### config.mk
export PLATFORM = sky130hd
export DESIGN_NAME = evc_unit
export DESIGN_NICKNAME = d
export VERILOG_FILES = /design/src/rtl/evc_pkg.sv /design/src/rtl/evc_decode.sv /design/src/rtl/evc_counter.sv /design/src/rtl/evc_rdmux.sv /design/src/rtl/evc_unit.sv
export SDC_FILE = /design/constraint.sdc
export NUM_CORES = 1
export LEC_CHECK = 0
export ABC_AREA = 1
export BUFFER_PORTS_ARGS = -buffer_cell sky130_fd_sc_hd__buf_2
export CORE_ASPECT_RATIO = 0.8
export CORE_MARGIN = 2
export CORE_UTILIZATION = 55
export CTS_CLUSTER_DIAMETER = 60
export DETAILED_ROUTE_END_ITERATION = 12
export GPL_TIMING_DRIVEN = 0
export PLACE_DENSITY = 0.77
export SKIP_CTS_REPAIR_TIMING = 1
export SLEW_MARGIN = 20
export SYNTH_ARGS = -nofsm -noshare
export SYNTH_HDL_FRONTEND = slang
export SYNTH_SLANG_ARGS = --single-unit
### constraint.sdc
create_clock -name clk -period 2.72 [get_ports clk]
set_input_delay 0 -clock clk [delete_from_list [all_inputs] [get_ports clk]]
set_output_delay 0 -clock clk [all_outputs]
set_load 0.05 [all_outputs]
### src/rtl/evc_pkg.sv
package evc_pkg;
    // field layout of the registers
    localparam int unsigned SRC_W       = 4;
    localparam int unsigned SRC_LSB     = 2;
    localparam int unsigned IRQ_DIS_BIT = 0;
    localparam int unsigned CTRL_EN_BIT = 0;
    localparam int unsigned EVT_W       = 1 << SRC_W;
    localparam int unsigned WORD_BYTES  = 4;

    typedef logic [SRC_W-1:0] src_t;

    typedef struct packed {
        src_t src;
        logic irq_dis;
    } cfg_t;

    localparam src_t SRC_OFF = '0;
endpackage

### src/rtl/evc_decode.sv
module evc_decode #(
    parameter int unsigned ADDR_W   = 8,
    parameter int unsigned NUM_CNT  = 2,
    parameter int unsigned CTRL_OFS = 0,
    parameter int unsigned CFG_BASE = 4,
    parameter int unsigned VAL_BASE = 12
) (
    input  logic [ADDR_W-1:0]  addr,
    output logic               ctrl_hit,
    output logic [NUM_CNT-1:0] cfg_hit,
    output logic [NUM_CNT-1:0] val_hit
);
    import evc_pkg::*;

    // Pairs are placed in descending order: the highest-numbered counter
    // takes the lowest address of each group.
    always_comb begin
        ctrl_hit = (addr == ADDR_W'(CTRL_OFS));
        for (int i = 0; i < int'(NUM_CNT); i++) begin
            cfg_hit[i] = (addr == ADDR_W'(CFG_BASE + WORD_BYTES * (NUM_CNT - 1 - i)));
            val_hit[i] = (addr == ADDR_W'(VAL_BASE + WORD_BYTES * (NUM_CNT - 1 - i)));
        end
    end
endmodule

### src/rtl/evc_counter.sv
module evc_counter #(
    parameter int unsigned CNT_W  = 32,
    parameter int unsigned DATA_W = 32
) (
    input  logic                     clk,
    input  logic                     rst_n,
    input  logic                     glb_en,
    input  logic [evc_pkg::EVT_W-1:0] evt,
    input  logic                     cfg_we,
    input  logic                     val_we,
    input  logic [DATA_W-1:0]        wdata,
    output evc_pkg::cfg_t            cfg_o,
    output logic [CNT_W-1:0]         val_o
);
    import evc_pkg::*;

    localparam logic [CNT_W-1:0] CNT_MAX = '1;

    typedef struct packed {
        cfg_t             cfg;
        logic [CNT_W-1:0] val;
    } state_t;

    state_t s_d, s_q;
    logic   hit;

    always_comb begin
        s_d = s_q;
        hit = glb_en && (s_q.cfg.src != SRC_OFF) && evt[s_q.cfg.src];

        // saturating step
        if (hit && (s_q.val != CNT_MAX)) begin
            s_d.val = s_q.val + CNT_W'(1);
        end

        // software load overrides a same-cycle event
        if (val_we) begin
            s_d.val = wdata[CNT_W-1:0];
        end

        if (cfg_we) begin
            s_d.cfg.src     = wdata[SRC_LSB +: SRC_W];
            s_d.cfg.irq_dis = wdata[IRQ_DIS_BIT];
        end
    end

    always_ff @(posedge clk or negedge rst_n) begin
        if (!rst_n) begin
            s_q.cfg.src     <= SRC_OFF;
            s_q.cfg.irq_dis <= 1'b0;
            s_q.val         <= '0;
        end else begin
            s_q <= s_d;
        end
    end

    assign cfg_o = s_q.cfg;
    assign val_o = s_q.val;
endmodule

### src/rtl/evc_rdmux.sv
module evc_rdmux #(
    parameter int unsigned NUM_CNT = 2,
    parameter int unsigned CNT_W   = 32,
    parameter int unsigned DATA_W  = 32
) (
    input  logic                              ctrl_hit,
    input  logic [NUM_CNT-1:0]                cfg_hit,
    input  logic [NUM_CNT-1:0]                val_hit,
    input  logic                              glb_en,
    input  logic [NUM_CNT-1:0][evc_pkg::SRC_W-1:0] src,
    input  logic [NUM_CNT-1:0]                irq_dis,
    input  logic [NUM_CNT-1:0][CNT_W-1:0]     val,
    output logic [DATA_W-1:0]                 rdata
);
    import evc_pkg::*;

    // decode hits are one-hot, so an OR tree is sufficient
    always_comb begin
        rdata = '0;
        if (ctrl_hit) begin
            rdata[CTRL_EN_BIT] = glb_en;
        end
        for (int i = 0; i < int'(NUM_CNT); i++) begin
            if (cfg_hit[i]) begin
                rdata[SRC_LSB +: SRC_W] = rdata[SRC_LSB +: SRC_W] | src[i];
                rdata[IRQ_DIS_BIT]      = rdata[IRQ_DIS_BIT] | irq_dis[i];
            end
            if (val_hit[i]) begin
                rdata = rdata | DATA_W'(val[i]);
            end
        end
    end
endmodule

### src/rtl/evc_unit.sv
module evc_unit #(
    parameter int unsigned NUM_CNT = 2,
    parameter int unsigned CNT_W   = 32,
    parameter int unsigned ADDR_W  = 8,
    parameter int unsigned DATA_W  = 32
) (
    input  logic                      clk,
    input  logic                      rst_n,
    input  logic [ADDR_W-1:0]         bus_addr,
    input  logic                      bus_wr,
    input  logic [DATA_W-1:0]         bus_wdata,
    output logic [DATA_W-1:0]         bus_rdata,
    input  logic [evc_pkg::EVT_W-1:0] evt_strobe
);
    import evc_pkg::*;

    localparam int unsigned CTRL_OFS = 0;
    localparam int unsigned CFG_BASE = CTRL_OFS + WORD_BYTES;
    localparam int unsigned VAL_BASE = CFG_BASE + WORD_BYTES * NUM_CNT;

    typedef struct packed {
        logic en;
    } ctrl_t;

    ctrl_t ctrl_d, ctrl_q;

    logic               ctrl_hit;
    logic [NUM_CNT-1:0] cfg_hit, val_hit;
    logic [NUM_CNT-1:0] cfg_we, val_we;

    logic [NUM_CNT-1:0][SRC_W-1:0] cnt_src;
    logic [NUM_CNT-1:0]            cnt_irq_dis;
    logic [NUM_CNT-1:0][CNT_W-1:0] cnt_val;

    evc_decode #(
        .ADDR_W  (ADDR_W),
        .NUM_CNT (NUM_CNT),
        .CTRL_OFS(CTRL_OFS),
        .CFG_BASE(CFG_BASE),
        .VAL_BASE(VAL_BASE)
    ) u_decode (
        .addr    (bus_addr),
        .ctrl_hit(ctrl_hit),
        .cfg_hit (cfg_hit),
        .val_hit (val_hit)
    );

    always_comb begin
        ctrl_d = ctrl_q;
        cfg_we = cfg_hit & {NUM_CNT{bus_wr}};
        val_we = val_hit & {NUM_CNT{bus_wr}};
        if (bus_wr && ctrl_hit) begin
            ctrl_d.en = bus_wdata[CTRL_EN_BIT];
        end
    end

    always_ff @(posedge clk or negedge rst_n) begin
        if (!rst_n) begin
            ctrl_q.en <= 1'b0;
        end else begin
            ctrl_q <= ctrl_d;
        end
    end

    for (genvar g = 0; g < int'(NUM_CNT); g++) begin : g_cnt
        cfg_t cfg_w;

        evc_counter #(
            .CNT_W (CNT_W),
            .DATA_W(DATA_W)
        ) u_counter (
            .clk   (clk),
            .rst_n (rst_n),
            .glb_en(ctrl_q.en),
            .evt   (evt_strobe),
            .cfg_we(cfg_we[g]),
            .val_we(val_we[g]),
            .wdata (bus_wdata),
            .cfg_o (cfg_w),
            .val_o (cnt_val[g])
        );

        assign cnt_src[g]     = cfg_w.src;
        assign cnt_irq_dis[g] = cfg_w.irq_dis;
    end

    evc_rdmux #(
        .NUM_CNT(NUM_CNT),
        .CNT_W  (CNT_W),
        .DATA_W (DATA_W)
    ) u_rdmux (
        .ctrl_hit(ctrl_hit),
        .cfg_hit (cfg_hit),
        .val_hit (val_hit),
        .glb_en  (ctrl_q.en),
        .src     (cnt_src),
        .irq_dis (cnt_irq_dis),
        .val     (cnt_val),
        .rdata   (bus_rdata)
    );
endmodule

Word-level counts from Yosys, hierarchy flattened --
Cells that the tools add are included.
Word-level totals: bits in registers 75, output and inout bits 32, logic and storage cells 51, input port bits 59
Cells by class: magnitude comparators 2, equal/unequal tests 6, add/sub/neg operators 2, mux-type cells 15, reduce and logical (&&, ||, !) cells 12, bitwise logic cells 7
Operator list (count):
- $mux W32 | 6
- $add A32 B1 Y32 const B | 2
- $ne A32 B32 Y1 const B | 2
- $or A32 B32 Y32 | 1
- $or A6 B32 Y32 | 1
- $eq A8 B4 Y1 const B | 2
- $lt A4 B5 Y1 const B | 2
- $bmux W1 S4 | 2
- $eq A8 B3 Y1 const B | 1
- $eq A8 B5 Y1 const B | 1
- $logic_not A8 Y1 | 1
- $mux W4 | 2
- $reduce_bool A4 Y1 | 2
- $logic_and A1 B1 Y1 | 7
- $mux W1 | 5
- $and A2 B2 Y2 | 2
- $or A4 B4 Y4 | 1
- $reduce_bool A2 Y1 | 2
- $or A1 B1 Y1 | 2

Depth between registers and ports, before layout --
Gate-level depths: netlist (run 1).
word-level depth 10, mapped depth 14, gate-level depth less buffers 12

Modules after synthesis --
From an unflattened synthesis (run 1), not the netlist that was laid out.
Unflattened totals: cells, all modules 1154, area, all modules 6527.5 um^2
Modules (own cells, without submodules):
- evc_counter | cells each 500, instances 2, sequential area each 925.9 um^2, area each 2939.1 um^2
- evc_rdmux | cells each 118, instances 1, sequential area each 0.0 um^2, area each 481.7 um^2
- evc_decode | cells each 23, instances 1, sequential area each 0.0 um^2, area each 96.3 um^2
- evc_unit | cells each 13, instances 1, sequential area each 25.0 um^2, area each 71.3 um^2

Least setup slack after synthesis (run 1) --
Ideal clock, no wire load.
path type input-to-output, start point in bus_addr[5], end point out bus_rdata[14], data arrival time 1.943 ns, path buffers 1, data required time 2.720 ns, setup slack 0.777 ns, cell stages on the path 6, cells stage by stage nor2_1 nand3_1 nor2_2 nand2_1 clkbuf_1 o21ai_0
Between the ends: word-level cells in the longest chain between the ends 4, elaborated cells on any way between the ends 5, classes of those cells eq/ne (2); mux (2); bitwise (1)
RTL lines:
- from (decl) | line evc_unit.sv:9 | input logic [ADDR_W-1:0] bus_addr,
- $eq A8 B5 Y1 | line evc_decode.sv:21 | val_hit[i] = (addr == ADDR_W'(VAL_BASE + WORD_BYTES * (NUM_CNT - 1 - i)));
- $mux W32 | line evc_rdmux.sv:28 | if (val_hit[i]) begin
- $or A32 B32 Y32 | line evc_rdmux.sv:29 | rdata = rdata | DATA_W'(val[i]);
- $mux W32 (*) | line evc_rdmux.sv:28
- to (decl) | line evc_unit.sv:12 | output logic [DATA_W-1:0] bus_rdata,
Mark *: on every way between the ends. The rest lies on a longest branch, timed or not.

Worst setup path in the final report (run 1) --
start point reg g_cnt[1].u_counter.val_o[1] (netlist name), end point reg g_cnt[1].u_counter.val_o[23] (netlist name)
Between the ends: word-level cells in the longest chain between the ends 3, elaborated cells on any way between the ends 6, classes of those cells add/sub (1); eq/ne (1); mux (2); reduce/logical (2)
RTL lines:
- $add A32 B1 Y32 or $ne A32 B32 Y1 (tied branches) | line evc_counter.sv:33, evc_counter.sv:32
- $mux W32 or $logic_and A1 B1 Y1 (tied branches) | line evc_counter.sv:32 | if (hit && (s_q.val != CNT_MAX)) begin
- $mux W32 or $reduce_bool A2 Y1 (tied branches)
Parallel ways exist; a longest one is shown, timed or not. The select of a mux whose other input is x is not followed. A chain may end at the register's enable or synchronous reset.

==> flow_summary.toml, run 1 <==
[worst_setup_path]
startpoint = "g_cnt[1].u_counter.val_o[1]$_DFFE_PN0P_"
regToRegSetupSlack_ns = 0.53
cp.buffers_inverters = 1
crit_chain = "ha_1 > nand3_2 > nor2_4 > nand3_4 > nor2_4 > nand3_2 > nand3_4 > nand2_4 > buf_6 > nand2_1 > nand2_1"
rr_startpoint = "g_cnt[1].u_counter.val_o[1]$_DFFE_PN0P_"
worstSetupPathType = "flop to flop"
required_ns = 2.96
cp-start-kind = "flop"
reg2reg_depth = 11
cpPeakStageDelay_ns = 0.46
critPathSlowestCell = "dfrtp_1"
endpoint = "g_cnt[1].u_counter.val_o[23]$_DFFE_PN0P_"
rr_endpoint = "g_cnt[1].u_counter.val_o[23]$_DFFE_PN0P_"
cp_top_family = "simple AND/OR/NAND/NOR gates"
critPathCaptureType = "flop"
cp.depth = 11
path_max_fanout = 10
cp.arrival_ns = 2.43

[power_and_ir_drop]
p_leak_nw = 3.70
powerDensity_nw_per_um2 = 373
ir_worst_vdd_mv = 0.357
power.total_w = 0.00277

[final_layout]
areaGrowthSynthToFinish_pct = 15.8
nNetsFinal = 1270
final_cell_area_sq_um = 7420
fillers = 1096
layout_commonest_cell = "nand2_1"
num_antenna_cells = 0
drive_gt1_frac = 0.129
layout_common_cells = "nand2_1, nand3_1, inv_1, nor2_1, buf_2"

[sta]
maxSlewViolCount = 0
tightest_slew_ns = 0.581
setup_violations = 0
fin_skew_ns = 0.0116
rsz0062_at_grt = "no"
finalCritPeriodShare = 0.806
holdWs_ns = -0.0129
fmax_ghz = 0.456
final-hold-violation-count = 3
worst_slack_ns = 0.527
setup_tns_ns = 0
slew_headroom = 0.612
period_minus_slack_ns = 2.19

[status]
status = "complete, but fails checks"
failed_checks = "negative hold slack"

[clock_tree]
cts_tree = "done"
cts.sinks = 75
clk_pin_slew_ns = 0.06
clk_latency_ns = 0.35
clk_path_buf_depth = 2
cts_buffers = 9
cts-root-buf = "clkbuf_16"
cts.htree.levels = 3

[synth]
ys.flop_type = "dfrtp_1"
syn-instance-count = 1107
ys_seq_elements = 75
synth_top_area_cell = "dfrtp_1"
synth.distinct_cells = 36
syn_area_per_cell_sq_um = 5.79
yosys.area.top_type_share = 0.293
synth_edf_count = 0
synth_area_leaders = "dfrtp_1, nand2_1, nand3_1, inv_1, nor2_1"
syn_nets = 1168
synthArstFlopShare = 1.00
synth.yosys.warnings = 0
synth_area_sq_um = 6400
synth.yosys.seq_area_share = 0.293

[floorplanning]
row_count = 35
core_sq_um = 11400
boundaryPins = 91
die_x_microns = 125
dieArea_sq_um = 12500
initial_core_util = 0.560
die_y_microns = 101

[routing]
drc = 0
first_pass_iters = 10
vias = 7613
drt_iter0_markers = 819
ant_nets = 0
routedWlPerCell_microns = 16.6
wl_mm = 22.6
viasPerCell = 5.59

[global_route]
grt_pass1_wl_mm = 35.6
grt_start_max_net_pins = 47
first_global_vias = 6828
grt_util_all_layers = 0.363
antenna_found_initial = 0
overflow = 0

[placed_design]
place.gp.congestion = 1.01
place_area_sq_um = 7070
hpwl_mm = 17.9
io_buffers = 89
pre_cts_slack_ns = 0.581

[job]
cap_violations = 0

[hold_path]
hold_path_class = "input pin to flop"
## power breakdown
| group | internal [W] | switching [W] |
|---|---|---|
| combinational | 0.0000760 | 0.000147 |
| sequential | 0.00113 | 0.0000204 |
| clock | 0.000922 | 0.000473 |
| total | 0.00213 | 0.000640 |
## layer usage
layer  track usage  part of all wire
met5             0                 0
met4         0.120             0.028
met3        0.0924              0.12
met2         0.531              0.41
met1         0.526              0.44
## layout make-up
class | instances | area, sq um | share of cell area
clock buffer | 12 | 246 | 0.0332
tap | 148 | 185 | 0.0250
inverter | 115 | 432 | 0.0582
buffer | 39 | 218 | 0.0293
multi-input combinational | 878 | 3880 | 0.523
clock inverter | 4 | 97.6 | 0.0132
sequential | 75 | 1880 | 0.253
timing repair buffer | 91 | 485 | 0.0654
## sequential cells by signal, indices dropped and copies added (netlist names)
| register | count |
|---|---|
| g_cnt.u_counter.cfg_o | 10 |
| ctrl_q | 1 |
| g_cnt.u_counter.val_o | 64 |
## cell families (layout without fill, tap and decap cells)
group | Yosys count | in the layout | synth area share
AOI/OAI and AO/OA | 100 | 100 | 0.0871
xor gates and xnor gates | 11 | 11 | 0.0150
adders and majority gates | 2 | 2 | 0.00391
buffers and inverters | 154 | 261 | 0.101
DFF | 75 | 75 | 0.293
and+or+nand+nor | 765 | 765 | 0.500
## worst reg2reg max path, delay by kind of cell, from the launching register on
kind / cells / cell delay, ns
adder cells (fa/ha/maj): 1 / 0.28
buffers and inverters: 1 / 0.16
flip-flops: 1 / 0.46
AND/OR/NAND/NOR: 9 / 1.18
## cell usage after synthesis (2+ instances only)
library cell  count
a21oi_1           5
a31oi_1           3
a32o_1            3
and2_1            2
buf_1             3
buf_2            15
buf_4             2
buf_6             6
clkbuf_1         13
dfrtp_1          75
ha_1              2
inv_1           109
inv_2             5
nand2_1         483
nand2_2           7
nand3_1         139
nand3_2           4
nand3_4           2
nand4_1           7
nor2_1          103
nor2_2            7
nor2_4            3
nor3_1            4
o21ai_0          53
o21ai_1           9
o22ai_1          24
xor2_1           10
## how the worst min path moves through the flow
| stage | startpoint | end | slack [ns] | cells after the start |
|---|---|---|---|---|
| after detailed placement | rst_n | g_cnt[1].u_counter.val_o[1]$_DFFE_PN0P_ | -0.04 | 1 |
| after floorplan | rst_n | ctrl_q$_DFFE_PN0P_ | -0.30 | 0 |
| final | bus_wdata[23] | g_cnt[0].u_counter.val_o[23]$_DFFE_PN0P_ | -0.01 | 5 |
| after global placement | bus_wdata[23] | g_cnt[0].u_counter.val_o[23]$_DFFE_PN0P_ | 0.32 | 5 |
| after global routing | bus_wdata[29] | g_cnt[1].u_counter.val_o[29]$_DFFE_PN0P_ | 0.02 | 5 |
| after CTS | rst_n | g_cnt[1].u_counter.val_o[1]$_DFFE_PN0P_ | -0.41 | 1 |
## through the flow
stage	std cells	util
after floorplan	1107	-
after global placement	1344	0.616
after detailed placement	1345	0.618
after CTS	1361	0.648
after global routing	1362	0.649
final	1362	0.649
(Power assumes the default switching activity.)
==> run 2, diff against run 1 <==
CORE_UTILIZATION = 53   (was 55)
PLACE_DENSITY = 0.78   (was 0.77)
clock period = 1.92 ns   (was 2.72 ns; I/O delays follow)
==> run 2 against run 1 <==
The flow finishes with violations (negative hold slack, negative setup slack). Clock-buffer cell count is 2 lower. Flip-flop and latch count stayed put. Critical path depth stayed put. Final cell count is 1.0% higher. Fmax is 11% higher. Utilization is 0.82 points higher.
==> flow_summary.toml, run 2 (synthesis results as in run 1) <==
[status]
status = "complete, but fails checks"
failed_checks = "negative hold slack, negative setup slack"

[placed_design]
pre_cts_slack_ns = -0.202
dp_cells = 1345
place.gp.congestion = 1.02
io_buffers = 89
hpwl_mm = 17.7
place_area_sq_um = 7070

[sta]
maxSlewViolCount = 0
finalCritPeriodShare = 1.03
worst_slack_ns = -0.0599
setup_tns_ns = -1.04
fmax_ghz = 0.505
rsz0062_at_grt = "yes"
tightest_slew_ns = 0.617
final-hold-violation-count = 7
setup_violations = 32
holdWs_ns = -0.0176
period_minus_slack_ns = 1.98
slew_headroom = 0.589
fin_skew_ns = 0.0102

[clock_tree]
clk_latency_ns = 0.35
cts_buffers = 9
clk_path_buf_depth = 2
clk_pin_slew_ns = 0.07
cts_tree = "done"
cts.sinks = 75
cts.htree.levels = 3
cts-root-buf = "clkbuf_16"

[floorplanning]
die_y_microns = 102
dieArea_sq_um = 13000
core_sq_um = 11600
row_count = 35
initial_core_util = 0.550
die_x_microns = 127
boundaryPins = 91

[final_layout]
areaGrowthSynthToFinish_pct = 19.6
drive_gt1_frac = 0.171
multi_input_area_sq_um = 4030
nNetsFinal = 1283
fin_cells = 1376
layout_common_cells = "nand2_1, nand3_1, inv_1, buf_2, nor2_1"
layout_commonest_cell = "nand2_1"
largest_reg_flops = 64
seq_area_sq_um = 1890
final_cell_area_sq_um = 7660
final_core_util = 0.657
fillers = 1095

[routing]
viasPerCell = 5.69
ant_nets = 0
first_pass_iters = 7
wl_mm = 23.3
routedWlPerCell_microns = 16.9
drc = 0
drt_iter0_markers = 1069
vias = 7826

[worst_setup_path]
required_ns = 2.16
crit_chain = "ha_4 > nand3_4 > nor2_4 > nand3_4 > nor2_4 > nand3_4 > nand3_4 > nand2_8 > buf_2 > nand2_1 > nand2_1"
critPathSlowestCell = "dfrtp_2"
cp.buffers_inverters = 1
cp.arrival_ns = 2.22
path_max_fanout = 6
cpPeakStageDelay_ns = 0.42
cp-start-kind = "flop"
cp_top_family = "simple AND/OR/NAND/NOR gates"
startpoint = "g_cnt[1].u_counter.val_o[0]$_DFFE_PN0P_"
worstSetupPathType = "flop to flop"
critPathCaptureType = "flop"
rr_startpoint = "g_cnt[1].u_counter.val_o[0]$_DFFE_PN0P_"
crit_path_frequent_cell = "nand3_4"

[power_and_ir_drop]
p_leak_nw = 3.78
ir_worst_vdd_mv = 0.389
powerDensity_nw_per_um2 = 472

[global_route]
overflow = 0
antenna_found_initial = 2
grt_util_all_layers = 0.352
grt_pass1_wl_mm = 35.2
grt_start_max_net_pins = 47
first_global_vias = 6684

[hold_path]
min-delay-start = "bus_wdata[13]"
hold_path_class = "input pin to flop"

[job]
cap_violations = 0
==> run 2: cell types whose count changed in the layout (fill, tap and decap cells not counted), moves of 5 or more <==
cell	before	now
nand2_1	483	465
dfrtp_1	75	65
buf_4	3	15
nor2_1	103	98
dfrtp_2	0	10
nand2_2	7	21
==> run 2: path summary, 6_finish.rpt <==
path,end,slack (ns),depth (start not counted)
min in group asynchronous,g_cnt[1].u_counter.val_o[9]$_DFFE_PN0P_,0.14,2
setup reg to reg,g_cnt[1].u_counter.val_o[6]$_DFFE_PN0P_,-0.06,11
hold / removal,g_cnt[0].u_counter.val_o[13]$_DFFE_PN0P_,-0.02,5
setup / recovery,g_cnt[1].u_counter.val_o[6]$_DFFE_PN0P_,-0.06,11
hold reg to reg,g_cnt[0].u_counter.cfg_o[0]$_DFFE_PN0P_,0.50,2
max in group asynchronous,g_cnt[0].u_counter.val_o[12]$_DFFE_PN0P_,1.18,3
==> run 2: per-stage QoR <==
step | hold WS (ns) | power [W]
6_report | -0.0176 | 0.00361
3_3_place_gp | 0.320 | 0.00195
4_1_cts | -0.396 | 0.00357
5_1_grt | 0.00515 | 0.00371
2_1_floorplan | -0.296 | 0.00179
3_5_place_dp | -0.0318 | 0.00196
==> run 2: power breakdown <==
group | switching (W) | total [W] | internal [W]
registers | 0.0000304 | 0.00163 | 0.00160
clock network | 0.000732 | 0.00164 | 0.000908
logic | 0.000217 | 0.000337 | 0.000120
total | 0.000980 | 0.00361 | 0.00263
==> run 2: tightest hold or removal path, delay by kind of cell <==
family	cells	cell delay, ns
buffers and inverters	1	0.09
and+or+nand+nor	4	0.21
==> run 2: metal layers <==
layer	share of wire	vias up	wire, microns	GRT usage
met5	0.0014	-	33	0
met4	0.038	2	881	0.123
met3	0.12	73	2730	0.0780
met2	0.41	505	9620	0.529
met1	0.43	3500	10000	0.503
li1	-	3746	-	-
==> run 2: final cells by class <==
class,count,share of cell area
antenna,1,0.000327
buffer,38,0.0289
clock buffer,10,0.0312
clock inverter,6,0.00539
inverter,115,0.0570
multi-input combinational,878,0.527
sequential,75,0.247
tap,148,0.0242
timing repair buffer,105,0.0796
